$ cat config.mk
export PLATFORM = sky130hd
export DESIGN_NAME = ecap_chain_walker
export DESIGN_NICKNAME = d
export VERILOG_FILES = /design/src/rtl/ecap_walk_pkg.sv /design/src/rtl/ecap_hdr_eval.sv /design/src/rtl/ecap_append_vet.sv /design/src/rtl/ecap_step_guard.sv /design/src/rtl/ecap_chain_walker.sv
export SDC_FILE = /design/constraint.sdc
export NUM_CORES = 1
export LEC_CHECK = 0
export ABC_AREA = 1
export BUFFER_PORTS_ARGS = -buffer_cell sky130_fd_sc_hd__buf_2
export CORE_UTILIZATION = 51
export DETAILED_ROUTE_END_ITERATION = 16
export PLACE_DENSITY = 0.75
export SYNTH_ARGS = -nofsm -noshare
export SYNTH_HDL_FRONTEND = slang
export SYNTH_HIERARCHICAL = 1
export SYNTH_SLANG_ARGS = --single-unit
$ cat constraint.sdc
create_clock -name clk_i -period 5.8 [get_ports clk_i]
set_clock_uncertainty 0.1 [all_clocks]
set_input_delay 0.87 -clock clk_i [delete_from_list [all_inputs] [get_ports clk_i]]
set_output_delay 0.87 -clock clk_i [all_outputs]
set_load 0.03 [all_outputs]
$ cat src/rtl/ecap_walk_pkg.sv
package ecap_walk_pkg;

    localparam int OFF_W     = 12;
    localparam int HDR_W     = 32;
    localparam int ID_W      = 16;
    localparam int VER_W     = 4;
    localparam int VER_LSB   = 16;
    localparam int NXT_LSB   = 20;
    localparam int ALIGN_W   = 2;
    localparam int MIN_SIZE  = 8;

    localparam logic [OFF_W-1:0] BASE_OFF = 12'h100;
    localparam logic [OFF_W-1:0] LAST_OFF = 12'hFF8;

    typedef enum logic [1:0] {
        OP_FIND   = 2'd0,
        OP_TAIL   = 2'd1,
        OP_APPEND = 2'd2,
        OP_TAIL2  = 2'd3
    } op_e;

    typedef enum logic [2:0] {
        ST_IDLE = 3'd0,
        ST_READ = 3'd1,
        ST_EVAL = 3'd2,
        ST_LINK = 3'd3,
        ST_PUT  = 3'd4
    } st_e;

    typedef struct packed {
        st_e                 st;
        logic                app;
        logic                blind;
        logic [ID_W-1:0]     id;
        logic [VER_W-1:0]    ver;
        logic [OFF_W-1:0]    off;
        logic [OFF_W-1:0]    cur;
        logic [OFF_W-1:0]    prv;
        logic [NXT_LSB-1:0]  keep;
        logic [OFF_W-1:0]    res;
        logic [OFF_W-1:0]    prev;
        logic                err;
        logic                done;
    } walk_s;

endpackage

$ cat src/rtl/ecap_hdr_eval.sv
module ecap_hdr_eval
    import ecap_walk_pkg::*;
(
    input  logic [HDR_W-1:0] hdr_i,
    input  logic [OFF_W-1:0] cur_i,
    input  logic [ID_W-1:0]  want_i,
    input  logic             blind_i,
    output logic             empty_o,
    output logic             hit_o,
    output logic             end_o,
    output logic             bad_o,
    output logic [OFF_W-1:0] nxt_o
);

    always_comb begin
        nxt_o   = hdr_i[NXT_LSB +: OFF_W];
        empty_o = (cur_i == BASE_OFF) && (hdr_i == '0);
        hit_o   = !blind_i && (hdr_i[ID_W-1:0] == want_i);
        end_o   = (nxt_o == '0);
        bad_o   = (nxt_o[ALIGN_W-1:0] != '0) || (nxt_o < BASE_OFF) || (nxt_o > LAST_OFF);
    end

endmodule

$ cat src/rtl/ecap_append_vet.sv
module ecap_append_vet
    import ecap_walk_pkg::*;
#(
    parameter int SIZE_W = 13
) (
    input  logic [OFF_W-1:0]  off_i,
    input  logic [SIZE_W-1:0] size_i,
    output logic              ok_o,
    output logic              base_o
);

    localparam int SUM_W = ((OFF_W > SIZE_W) ? OFF_W : SIZE_W) + 1;
    localparam logic [SUM_W-1:0] SPACE = SUM_W'(1) << OFF_W;

    logic [SUM_W-1:0] span_end;

    always_comb begin
        span_end = SUM_W'(off_i) + SUM_W'(size_i);
        base_o   = (off_i == BASE_OFF);
        ok_o     = (off_i >= BASE_OFF)
                && (off_i[ALIGN_W-1:0] == '0)
                && (span_end <= SPACE)
                && (size_i >= SIZE_W'(MIN_SIZE));
    end

endmodule

$ cat src/rtl/ecap_step_guard.sv
module ecap_step_guard #(
    parameter int LIMIT = 1024
) (
    input  logic clk_i,
    input  logic rst_ni,
    input  logic clr_i,
    input  logic inc_i,
    output logic last_o
);

    localparam int CW = $clog2(LIMIT + 1);

    logic [CW-1:0] cnt_d, cnt_q;

    always_comb begin
        cnt_d = cnt_q;
        if (clr_i) begin
            cnt_d = '0;
        end else if (inc_i && (cnt_q != CW'(LIMIT))) begin
            cnt_d = cnt_q + 1'b1;
        end
        last_o = (cnt_q == CW'(LIMIT - 1));
    end

    always_ff @(posedge clk_i) begin
        if (!rst_ni) begin
            cnt_q <= '0;
        end else begin
            cnt_q <= cnt_d;
        end
    end

endmodule

$ cat src/rtl/ecap_chain_walker.sv
module ecap_chain_walker
    import ecap_walk_pkg::*;
#(
    parameter int STEP_LIMIT = 1024,
    parameter int SIZE_W     = 13
) (
    input  logic               clk_i,
    input  logic               rst_ni,
    input  logic               start_i,
    input  logic [1:0]         op_i,
    input  logic [ID_W-1:0]    cap_id_i,
    input  logic [VER_W-1:0]   cap_ver_i,
    input  logic [OFF_W-1:0]   offset_i,
    input  logic [SIZE_W-1:0]  size_i,
    output logic               busy_o,
    output logic               done_o,
    output logic               err_o,
    output logic [OFF_W-1:0]   result_o,
    output logic [OFF_W-1:0]   prev_o,
    output logic               mem_rd_en_o,
    output logic               mem_wr_en_o,
    output logic [OFF_W-1:0]   mem_addr_o,
    output logic [HDR_W-1:0]   mem_wdata_o,
    input  logic [HDR_W-1:0]   mem_rdata_i
);

    walk_s d, q;

    op_e              op_in;
    logic             h_empty, h_hit, h_end, h_bad;
    logic [OFF_W-1:0] h_nxt;
    logic             vet_ok, vet_base;
    logic             s_clr, s_inc, s_last;

    assign op_in = op_e'(op_i);

    ecap_hdr_eval u_eval (
        .hdr_i   (mem_rdata_i),
        .cur_i   (q.cur),
        .want_i  (q.id),
        .blind_i (q.blind),
        .empty_o (h_empty),
        .hit_o   (h_hit),
        .end_o   (h_end),
        .bad_o   (h_bad),
        .nxt_o   (h_nxt)
    );

    ecap_append_vet #(.SIZE_W(SIZE_W)) u_vet (
        .off_i  (offset_i),
        .size_i (size_i),
        .ok_o   (vet_ok),
        .base_o (vet_base)
    );

    ecap_step_guard #(.LIMIT(STEP_LIMIT)) u_guard (
        .clk_i  (clk_i),
        .rst_ni (rst_ni),
        .clr_i  (s_clr),
        .inc_i  (s_inc),
        .last_o (s_last)
    );

    always_comb begin
        d           = q;
        d.done      = 1'b0;
        mem_rd_en_o = 1'b0;
        mem_wr_en_o = 1'b0;
        mem_addr_o  = q.cur;
        mem_wdata_o = '0;
        s_clr       = 1'b0;
        s_inc       = 1'b0;
        unique case (q.st)
            ST_IDLE: begin
                if (start_i) begin
                    d.app   = (op_in == OP_APPEND);
                    d.blind = (op_in != OP_FIND);
                    d.id    = cap_id_i;
                    d.ver   = cap_ver_i;
                    d.off   = offset_i;
                    d.cur   = BASE_OFF;
                    d.prv   = '0;
                    d.res   = '0;
                    d.prev  = '0;
                    d.err   = 1'b0;
                    s_clr   = 1'b1;
                    if (op_in == OP_APPEND) begin
                        if (!vet_ok) begin
                            d.err  = 1'b1;
                            d.done = 1'b1;
                        end else if (vet_base) begin
                            d.st = ST_PUT;
                        end else begin
                            d.st = ST_READ;
                        end
                    end else begin
                        d.st = ST_READ;
                    end
                end
            end
            ST_READ: begin
                mem_rd_en_o = 1'b1;
                d.st        = ST_EVAL;
            end
            ST_EVAL: begin
                s_inc = 1'b1;
                if (h_empty) begin
                    d.err  = q.app;
                    d.st   = ST_IDLE;
                    d.done = 1'b1;
                end else if (h_hit) begin
                    d.res  = q.cur;
                    d.prev = q.prv;
                    d.st   = ST_IDLE;
                    d.done = 1'b1;
                end else if (h_end) begin
                    if (q.app) begin
                        d.prv  = q.cur;
                        d.keep = mem_rdata_i[NXT_LSB-1:0];
                        d.st   = ST_LINK;
                    end else begin
                        d.prev = q.cur;
                        d.st   = ST_IDLE;
                        d.done = 1'b1;
                    end
                end else if (h_bad || s_last) begin
                    d.err  = 1'b1;
                    d.prev = q.cur;
                    d.st   = ST_IDLE;
                    d.done = 1'b1;
                end else begin
                    d.prv = q.cur;
                    d.cur = h_nxt;
                    d.st  = ST_READ;
                end
            end
            ST_LINK: begin
                mem_wr_en_o = 1'b1;
                mem_addr_o  = q.prv;
                mem_wdata_o = {q.off, q.keep};
                d.st        = ST_PUT;
            end
            ST_PUT: begin
                mem_wr_en_o                    = 1'b1;
                mem_addr_o                     = q.off;
                mem_wdata_o[ID_W-1:0]          = q.id;
                mem_wdata_o[VER_LSB +: VER_W]  = q.ver;
                d.res                          = q.off;
                d.prev                         = q.prv;
                d.st                           = ST_IDLE;
                d.done                         = 1'b1;
            end
            default: d.st = ST_IDLE;
        endcase
    end

    always_ff @(posedge clk_i) begin
        if (!rst_ni) begin
            q <= '0;
        end else begin
            q <= d;
        end
    end

    assign busy_o   = (q.st != ST_IDLE);
    assign done_o   = q.done;
    assign err_o    = q.err;
    assign result_o = q.res;
    assign prev_o   = q.prev;

    // reads stay aligned and inside the extended region
    a_r4_read_window: assert property (@(posedge clk_i) disable iff (!rst_ni)
        mem_rd_en_o |-> (mem_addr_o[ALIGN_W-1:0] == '0 && mem_addr_o >= BASE_OFF && mem_addr_o <= LAST_OFF));

    // the port never reads and writes together
    a_r4_one_access: assert property (@(posedge clk_i) disable iff (!rst_ni)
        !(mem_rd_en_o && mem_wr_en_o));

    // completion pulse follows the end of busy
    a_r2_done_after_busy: assert property (@(posedge clk_i) disable iff (!rst_ni)
        $fell(busy_o) |-> done_o);

    // an error never reports a found offset
    a_r8_err_clears_result: assert property (@(posedge clk_i) disable iff (!rst_ni)
        (done_o && err_o) |-> (result_o == '0));

    // the step guard ends a walk that would continue
    a_r9_limit_stops: assert property (@(posedge clk_i) disable iff (!rst_ni)
        (q.st == ST_EVAL && s_last && !h_empty && !h_hit && !h_end) |=> (!busy_o && err_o));

endmodule

==> results of run 1 <==
## sequential cells by signal (all words and copies together), names as in the netlist
| name | cells |
|---|---|
| q | 81 |
| prev_o | 12 |
| result_o | 12 |
| u_guard/cnt_q | 11 |
| done_o | 1 |
| err_o | 1 |
## cells in the mapped netlist (3+ instances only)
| cell | instances |
|---|---|
| nor4_1 | 3 |
| nand3b_1 | 3 |
| clkbuf_1 | 18 |
| a21oi_1 | 52 |
| inv_1 | 140 |
| nor2_4 | 4 |
| o21ai_0 | 77 |
| nand2_1 | 316 |
| nand2_2 | 6 |
| nor2_1 | 240 |
| ha_1 | 14 |
| o21ai_1 | 4 |
| dfxtp_1 | 118 |
| nor3_1 | 6 |
| nand4_1 | 10 |
| buf_6 | 8 |
| o211ai_1 | 3 |
| o21ai_2 | 3 |
| nor2_2 | 8 |
| buf_4 | 47 |
| inv_2 | 4 |
| xor2_1 | 6 |
| buf_2 | 12 |
| nand3_2 | 6 |
| xnor2_1 | 4 |
| nand3_1 | 102 |
## how the worst max path moves through the flow
stage                              startpoint           endpoint  slack (ns)
after floorplan                     size_i[0]  done_o$_SDFF_PN0_        2.83
after global placement    q[105]$_SDFFE_PN0P_      mem_addr_o[4]        1.99
after detailed placement  q[105]$_SDFFE_PN0P_    mem_wdata_o[14]        1.91
after CTS                 q[105]$_SDFFE_PN0P_    mem_wdata_o[14]        1.46
after global routing      q[105]$_SDFFE_PN0P_      mem_addr_o[6]        1.05
final                     q[105]$_SDFFE_PN0P_    mem_wdata_o[14]        1.41
## per-layer routing
| metal | vias to the layer above | part of all wire |
|---|---|---|
| li1 | 4031 | - |
| met5 | - | 0 |
| met4 | 0 | 0.020 |
| met2 | 253 | 0.46 |
| met1 | 3466 | 0.46 |
| met3 | 40 | 0.068 |
## where the power goes
group | internal, mW | total (mW) | switching (mW)
clock | 0.603 | 0.970 | 0.368
combinational | 0.142 | 0.419 | 0.277
sequential | 0.864 | 0.908 | 0.0439
## area by class of cell
cell class	count	area (um2)	area share
clock buffers	21	460	0.0534
clock inverters	9	80.1	0.00929
inverters	146	551	0.0639
multi-input cells	892	4150	0.482
flip-flops and latches	118	2360	0.274
well taps	184	230	0.0267
repair buffers	156	786	0.0911
## worst min-delay path, cell delays in order, from the launching register on
cell	delay, ns
dfxtp_1	0.30
inv_1	0.05
a21oi_1	0.05
## cell families after synthesis
family | Yosys count | synth area share
AO/OA/AOI/OAI | 151 | 0.105
XOR/XNOR | 10 | 0.0115
adder cells (fa/ha/maj) | 15 | 0.0255
buffers and inverters | 233 | 0.148
flip-flops | 118 | 0.309
AND/OR/NAND/NOR | 716 | 0.401
## metrics by stage
step / hold slack [ns] / instance area, um2 / cells / total power, mW / setup WS [ns]
6_report: 0.348 / 8620 / 1526 / 2.30 / 1.41
3_3_place_gp: 0.342 / 8080 / 1496 / 1.33 / 1.99
4_1_cts: 0.348 / 8620 / 1526 / 2.30 / 1.46
5_1_grt: 0.374 / 8620 / 1526 / 2.40 / 1.05
3_5_place_dp: 0.341 / 8080 / 1496 / 1.34 / 1.91
2_1_floorplan: 0.325 / 7650 / 1243 / 1.25 / 2.83
==> results_dict.tcl, run 1 <==
set metrics [dict create \
    outcome "completed" \
    drc 0 \
    final_common_cell "nand2_1" \
    cts_setup_buffers 0 \
    ys.flop_type "dfxtp_1" \
    tightest_slew_ns 1.17 \
    post-route-period-util 0.757 \
    grt_pass1_wl_um 33400 \
    p_leak_nw 4.33 \
    fmax_ghz 0.228 \
    clk_pin_slew_worst_paths_ns 0.05 \
    synth_area_leaders "dfxtp_1 31%, nand2_1 16%, nor2_1 12%, inv_1 6.9%, nand3_1 6.7%" \
    num-nets-final 1428 \
    htreeDepth 4 \
    max_stage_delay_ns 1.15 \
    min_from "q[84]$_SDFFE_PN0P_" \
    grt_busiest_layer "met2" \
    setup_violations 0 \
    syn_avg_cell_area_um2 6.15 \
    dieArea_mm2 0.0155 \
    relSlewSlack 0.222 \
    layout-drive-gt1-share 0.169 \
    drtIter0Drc 522 \
    grtUsageMet2 0.418 \
    worstRegToRegCells 4 \
    vias_per_cell 5.10 \
    clock_latency_ns 0.42 \
    wire_per_inst_um 13.2 \
    antenna_cells 0 \
    worstPathCellList "nand3_1 > inv_1 > nand2_1 > o21ai_0 > buf_2" \
    cts_max_path_buffers 2 \
    cts_hold_buf 0 \
    io_buffers 154 \
    fin_crit_ns 4.39 \
    yosys_warnings 6 \
    syn_nets 1340 \
    synth_top_area_share 0.309 \
    antenna_found_initial 0 \
    cpMaxStageDelayCell "inv_1" \
    cp_max_fo 33 \
    grt_pass1_vias 6980 \
    ant_nets 0 \
    drv_cap 0 \
    rows 44 \
    yosys.area.top_type "dfxtp_1" \
    rsz0062_at_grt "no" \
    grt_use_total 0.263 \
    crit_path_end_kind "primary output" \
    worst_ir_drop_vdd_v 0.000213 \
    io-pin-count 155 \
    hold_viol 0 \
    place.gp.congestion 0.918 \
    cp.depth 5 \
    cts_sinks 118 \
    yosysUniqueCellTypes 47 \
    cts_resized 0 \
    gr-usage-met3 0.0593 \
    path_class "register to primary output" \
    cp-start-kind "register" \
    cts_made_buffers 17 \
    cp_top_family "buffers and inverters" \
    area_growth_pct 12.8 \
    cts_tree "built" \
    start_util 0.524 \
    drtPass1Iterations 5 \
    holdPathStages 2 \
    setup_tns_ns 0 \
    cp.required_ns 4.83 \
    fillers 1478 \
    path_buf_inv 2 \
    mostFrequentLayoutCells "316 x nand2_1, 240 x nor2_1, 154 x buf_2, 140 x inv_1, 118 x dfxtp_1" \
    postSynth.asyncResetShare 0 \
    place_hpwl_um 14700 \
    ys_seq_area_frac 0.309 \
    coreArea_mm2 0.0146 \
    num_vias 7790 \
    synth_edf_count 0 \
    met1_usage 0.345 \
    hold_path_class "register to register" \
    arrival_ns 3.42 \
    worstReg2RegStart "q[105]$_SDFFE_PN0P_" \
    regToRegEndpoint "q[106]$_SDFFE_PN0P_" \
    power-per-cell-area_mw_per_mm2 266 \
    grt_max_degree 72 \
    r2r_setup_slack_ns 2.88 \
    hold_end "q[84]$_SDFFE_PN0P_" \
    routed_wl_um 20100 \
    synth-seq-cells 118 \
    cts_root_buffer "clkbuf_16" \
    slew_violations 0 \
    die_h_um 124 \
    final_util 0.591 \
    overflow 0 \
    die_w_um 124 \
    syn_area_mm2 0.00765 \
    synthCells 1243 \
]
(Power assumes the default switching activity.)
==> inputs of run 2 (changes only) <==
clock period = 4.3 ns   (was 5.8 ns; I/O delays follow)
==> run 2 against run 1 <==
Net effect:
- non-clock buffer count up 4
- critical path type unchanged
- combinational power grew 36%
- setup slack got worse by 0.61 ns
- first-iteration DRC count up 13%
- critical path depth up 2
- cell count increased by 0.33%
- largest power group unchanged
- via count increased by 0.63%
- count of clock-buffer cells in the layout stayed put
- utilization is 0.21 points higher
==> results_dict.tcl, run 2 (synthesis gave the netlist of run 1 again) <==
set metrics [dict create \
    outcome "completed" \
    wire_per_inst_um 13.2 \
    cts_resized 0 \
    place.gp.congestion 0.901 \
    grt_max_degree 71 \
    p_sw_uw 941 \
    relSlewSlack 0.209 \
    clk_pin_slew_worst_paths_ns 0.06 \
    final_common_cell "nand2_1" \
    p_leak_nw 4.36 \
    grt_pass1_vias 7152 \
    mostFrequentLayoutCells "316 x nand2_1, 240 x nor2_1, 154 x buf_2, 140 x inv_1, 118 x dfxtp_1" \
    combPwrFrac 0.183 \
    cp_max_fo 23 \
    grt_use_total 0.266 \
    regMostFlops "q" \
    die_w_um 124 \
    rows 44 \
    drtIter0Drc 589 \
    path_class "register to primary output" \
    p_int_mw 2.17 \
    htreeDepth 4 \
    slew_violations 0 \
    fmax_ghz 0.286 \
    cp-start-kind "register" \
    hold_path_class "register to register" \
    crit_top_cell "buf_4" \
    worstPathCellList "nand3_1 > buf_4 > inv_1 > buf_4 > nand2_1 > o21ai_0 > buf_2" \
    holdPathStages 2 \
    drv_cap 0 \
    final_util 0.593 \
    worstRegToRegCells 13 \
    cts_hold_buf 0 \
    cts_max_path_buffers 2 \
    io_buffers 154 \
    dieArea_mm2 0.0155 \
    fin_area_mm2 0.00865 \
    post-route-period-util 0.814 \
    ant_nets 0 \
    cpMaxStageDelayCell "dfxtp_1" \
    hold_viol 0 \
    coreArea_mm2 0.0146 \
    overflow 0 \
    start_util 0.524 \
    antenna_cells 0 \
    setup_tns_ns 0 \
    worst_ir_drop_vdd_v 0.000303 \
    antenna_found_initial 0 \
    area_growth_pct 13.2 \
    layout-drive-gt1-share 0.172 \
    path_buf_inv 4 \
    largest_register_ffs 81 \
    setup_violations 0 \
    routed_wl_um 20200 \
    grt_pass1_wl_um 33800 \
    arrival_ns 2.75 \
    cts_tree "built" \
    cp.required_ns 3.56 \
    die_h_um 124 \
    cp_top_family "buffers and inverters" \
    fin_crit_ns 3.50 \
    tightest_slew_ns 1.19 \
    cts_sinks 118 \
    cts_setup_buffers 0 \
    num_vias 7839 \
    io-pin-count 155 \
    cts_made_buffers 17 \
    power-per-cell-area_mw_per_mm2 360 \
    drtPass1Iterations 5 \
    max_stage_delay_ns 0.66 \
    crit_path_end_kind "primary output" \
    hold_slack_ns 0.345 \
    cp.depth 7 \
    clock_latency_ns 0.42 \
    vias_per_cell 5.12 \
    drc 0 \
    clkPwrFrac 0.424 \
    rsz0062_at_grt "no" \
    place_hpwl_um 14600 \
    cts_root_buffer "clkbuf_16" \
    power_switching_share 0.302 \
    num-nets-final 1432 \
    dpl_cell_area_mm2 0.00811 \
    seqPwrFrac 0.393 \
]
## run 2: area by class of cell
type	instances	area (um2)
fillers	1476	5940
multi-input cells	892	4150
flip-flops and latches	118	2360
repair buffers	160	816
inverters	146	551
clock buffers	21	460
well taps	184	230
clock inverters	10	81.3
## run 2: path summary, 6_finish.rpt
kind	startpoint	endpoint	slack (ns)
worst max-delay path	q[105]$_SDFFE_PN0P_	mem_wdata_o[8]	0.80
worst min-delay path	q[84]$_SDFFE_PN0P_	q[84]$_SDFFE_PN0P_	0.35
worst max register to register	q[66]$_SDFFE_PN0P_	q[43]$_SDFFE_PN0P_	1.52
worst min register to register	q[84]$_SDFFE_PN0P_	q[84]$_SDFFE_PN0P_	0.35
## run 2: worst register-to-register path, cell delays in order, from the launching register on
cell	delay, ns
dfxtp_1	0.47
inv_1	0.07
nor2_1	0.11
nand4_1	0.09
nor2_1	0.14
nand2_1	0.06
nor2_1	0.46
inv_1	0.17
nand2_1	0.12
inv_1	0.07
nand4_2	0.34
inv_2	0.26
nor2_1	0.15
nor2_1	0.05
## run 2: through the flow
stage                     setup WS, ns  std cells  total power, mW
after detailed placement          1.21       1500             1.81
after CTS                        0.835       1531             3.12
after global routing             0.646       1531             3.27
after floorplan                   1.56       1243             1.68
final                            0.802       1531             3.11
after global placement            1.22       1500             1.80
## run 2: power groups by stage
stage / combinational, mW / sequential (mW) / clock [mW]
floorplan: 0.456 / 1.23 / 0
global placement: 0.555 / 1.24 / 0
detailed placement: 0.564 / 1.25 / 0
CTS: 0.567 / 1.22 / 1.33
global route: 0.645 / 1.23 / 1.39
finish: 0.568 / 1.22 / 1.32
## run 2: per-layer routing
metal	wire, um	up-vias	track usage
li1	-	4030	-
met4	396	0	0.0936
met2	9360	228	0.431
met5	0	-	0
met1	9390	3552	0.350
met3	1050	29	0.0550
==> inputs of run 3 (changes only) <==
ABC_AREA = 0   (was 1)
CORE_UTILIZATION = 49   (was 51)
PLACE_DENSITY = 0.77   (was 0.75)
clock period = 2.8 ns   (was 4.3 ns; I/O delays follow)
==> run 3 against run 2 <==
Net effect:
- critical path depth down 1
- setup slack worse by 0.71 ns
- combinational power is 17% higher
- sequential power grew 47%
- wire length decreased by 3.8%
- register-to-register slack got worse by 1.3 ns
- clock power increased by 77%
- cell count decreased by 24%
- count of clock-buffer cells in the layout down 3
- sequential share of layout area is 0.57 points higher
- critical endpoint is now mem_addr_o[1]
- highest routed layer unchanged
==> results_dict.tcl, run 3 <==
set metrics [dict create \
    place.gp.congestion 0.952 \
    num-nets-final 1072 \
    die_w_um 119 \
    overflow 0 \
    htreeDepth 4 \
    path_class "register to primary output" \
    setup_violations 0 \
    drv_cap 0 \
    hold_viol 0 \
    syn_nets 909 \
    tightest_slew_ns 0.725 \
    final_common_cell "buf_2" \
    rsz0062_at_grt "yes" \
    syn_avg_cell_area_um2 8.19 \
    ant_nets 0 \
    cts_root_buffer "clkbuf_16" \
    vias_per_cell 5.74 \
    syn_area_mm2 0.00665 \
    start_util 0.502 \
    ys_seq_area_frac 0.355 \
    synthCells 812 \
    grt_pass1_vias 6012 \
    routed_wl_um 19400 \
    cp-start-kind "register" \
    grt_max_degree 68 \
    layout-drive-gt1-share 0.293 \
    cts_tree "built" \
    cp_max_fo 46 \
    slew_violations 0 \
    p_total_mw 4.78 \
    cts_max_path_buffers 2 \
    worstRegToRegCells 8 \
    clock_latency_ns 0.42 \
    synth_edf_count 0 \
    clk_pin_slew_worst_paths_ns 0.06 \
    io-pin-count 155 \
    ys.flop_type "dfxtp_1" \
    power-per-cell-area_mw_per_mm2 563 \
    postSynth.asyncResetShare 0 \
    hold_slack_ns 0.137 \
    synth_commonest_cells "118 x dfxtp_1, 113 x nand2_1, 74 x a21oi_1, 52 x nor2_1, 39 x buf_4" \
    cts_sinks 118 \
    synth_area_leaders "dfxtp_1 36%, nand2_1 6.4%, a21oi_1 5.6%, buf_4 4.4%, mux2i_1 3.5%" \
    area_growth_pct 27.5 \
    regMostFlops "q" \
    cts_made_buffers 17 \
    cts_hold_buf 0 \
    die_h_um 119 \
    fillers 1115 \
    dieArea_mm2 0.0140 \
    p_leak_nw 3.53 \
    synth_top_area_share 0.355 \
    multiInputGateArea_mm2 0.00376 \
    place_hpwl_um 14000 \
    fin_crit_ns 2.71 \
    yosys_warnings 6 \
    drtPass1Iterations 5 \
    yosysUniqueCellTypes 66 \
    antenna_found_initial 1 \
    grt_use_total 0.274 \
    outcome "completed" \
    post-route-period-util 0.966 \
    drc 0 \
    antenna_cells 0 \
    post-place-ws_ns -0.383 \
    cp.required_ns 2.28 \
    holdPathStages 3 \
    mostFrequentLayoutCells "154 x buf_2, 117 x dfxtp_1, 113 x nand2_1, 74 x a21oi_1, 73 x buf_4" \
    final_util 0.640 \
    num_vias 6677 \
    setup_slack_ns 0.0944 \
    relSlewSlack 0.517 \
    io_buffers 154 \
    yosys.area.top_type "dfxtp_1" \
    synth-seq-cells 118 \
    fmax_ghz 0.370 \
    grt_pass1_wl_um 30400 \
    wire_per_inst_um 16.7 \
    worst_ir_drop_vdd_v 0.000412 \
    yosysMostFrequentCell "dfxtp_1" \
    rows 42 \
    hold_path_class "primary input to register" \
    largest_register_ffs 81 \
    drtIter0Drc 811 \
    regArea_mm2 0.00236 \
    arrival_ns 2.19 \
    crit_path_end_kind "primary output" \
    coreArea_mm2 0.0132 \
]
==> run 3: area by class of cell <==
type / count / share of cell area
Inverter: 14 / 0.00620
Clock buffer: 18 / 0.0518
Timing Repair Buffer: 234 / 0.171
Multi-Input combinational cell: 590 / 0.443
Clock inverter: 13 / 0.0230
Sequential cell: 118 / 0.279
Tap cell: 176 / 0.0260
==> run 3: timing repair <==
item / in CTS / in global routing
buffers inserted: 0 / 2
setup endpoints to repair: 0 / 21
gates resized for setup: 0 / 5
==> run 3: final timing paths <==
check | from | end | slack (ns)
worst min-delay path | cap_ver_i[1] | q[83]$_SDFFE_PN0P_ | 0.14
worst max-delay path | q[104]$_SDFFE_PN0P_ | mem_addr_o[1] | 0.09
worst min register to register | q[82]$_SDFFE_PN0P_ | q[82]$_SDFFE_PN0P_ | 0.35
worst max register to register | q[59]$_SDFFE_PN0P_ | q[46]$_SDFFE_PN0P_ | 0.23
==> run 3: cells by family (layout without fill, tap and decap cells) <==
kind of cell	Yosys count	count (layout)	share of synthesized area
compound gates	207	207	0.219
xor+xnor	29	29	0.0382
fa+ha+maj	15	15	0.0293
buf+inv	104	279	0.0872
flops	118	118	0.355
mux	23	23	0.0346
simple gates	316	316	0.236
==> run 3: power by group <==
| group | internal [mW] | switching [mW] | leakage (nW) |
|---|---|---|---|
| clock network | 1.52 | 0.809 | 0.300 |
| logic | 0.272 | 0.391 | 2.27 |
| registers | 1.74 | 0.0435 | 0.962 |
==> run 3: critical path, stage by stage (launching register included) <==
cell	delay [ns]
dfxtp_1	0.46
and3_1	0.25
buf_12	0.24
nor2_1	0.07
buf_4	0.19
a221o_1	0.35
buf_2	0.20
==> run 3: stage by stage <==
step                      cells  TNS (ns)  area (um2)
final                      1163         0        8480
after floorplan             812    -0.121        6670
after global routing       1163    -0.104        8480
after CTS                  1161         0        8430
after detailed placement   1130     -2.27        7800
after global placement     1130     -1.69        7800
==> run 3: metal layers <==
metal | routed length (um) | up-vias | track usage
met5 | 0 | - | 0
met4 | 603 | 0 | 0.128
met3 | 1430 | 42 | 0.0676
met2 | 9020 | 287 | 0.427
met1 | 8380 | 3116 | 0.354
li1 | - | 3232 | -
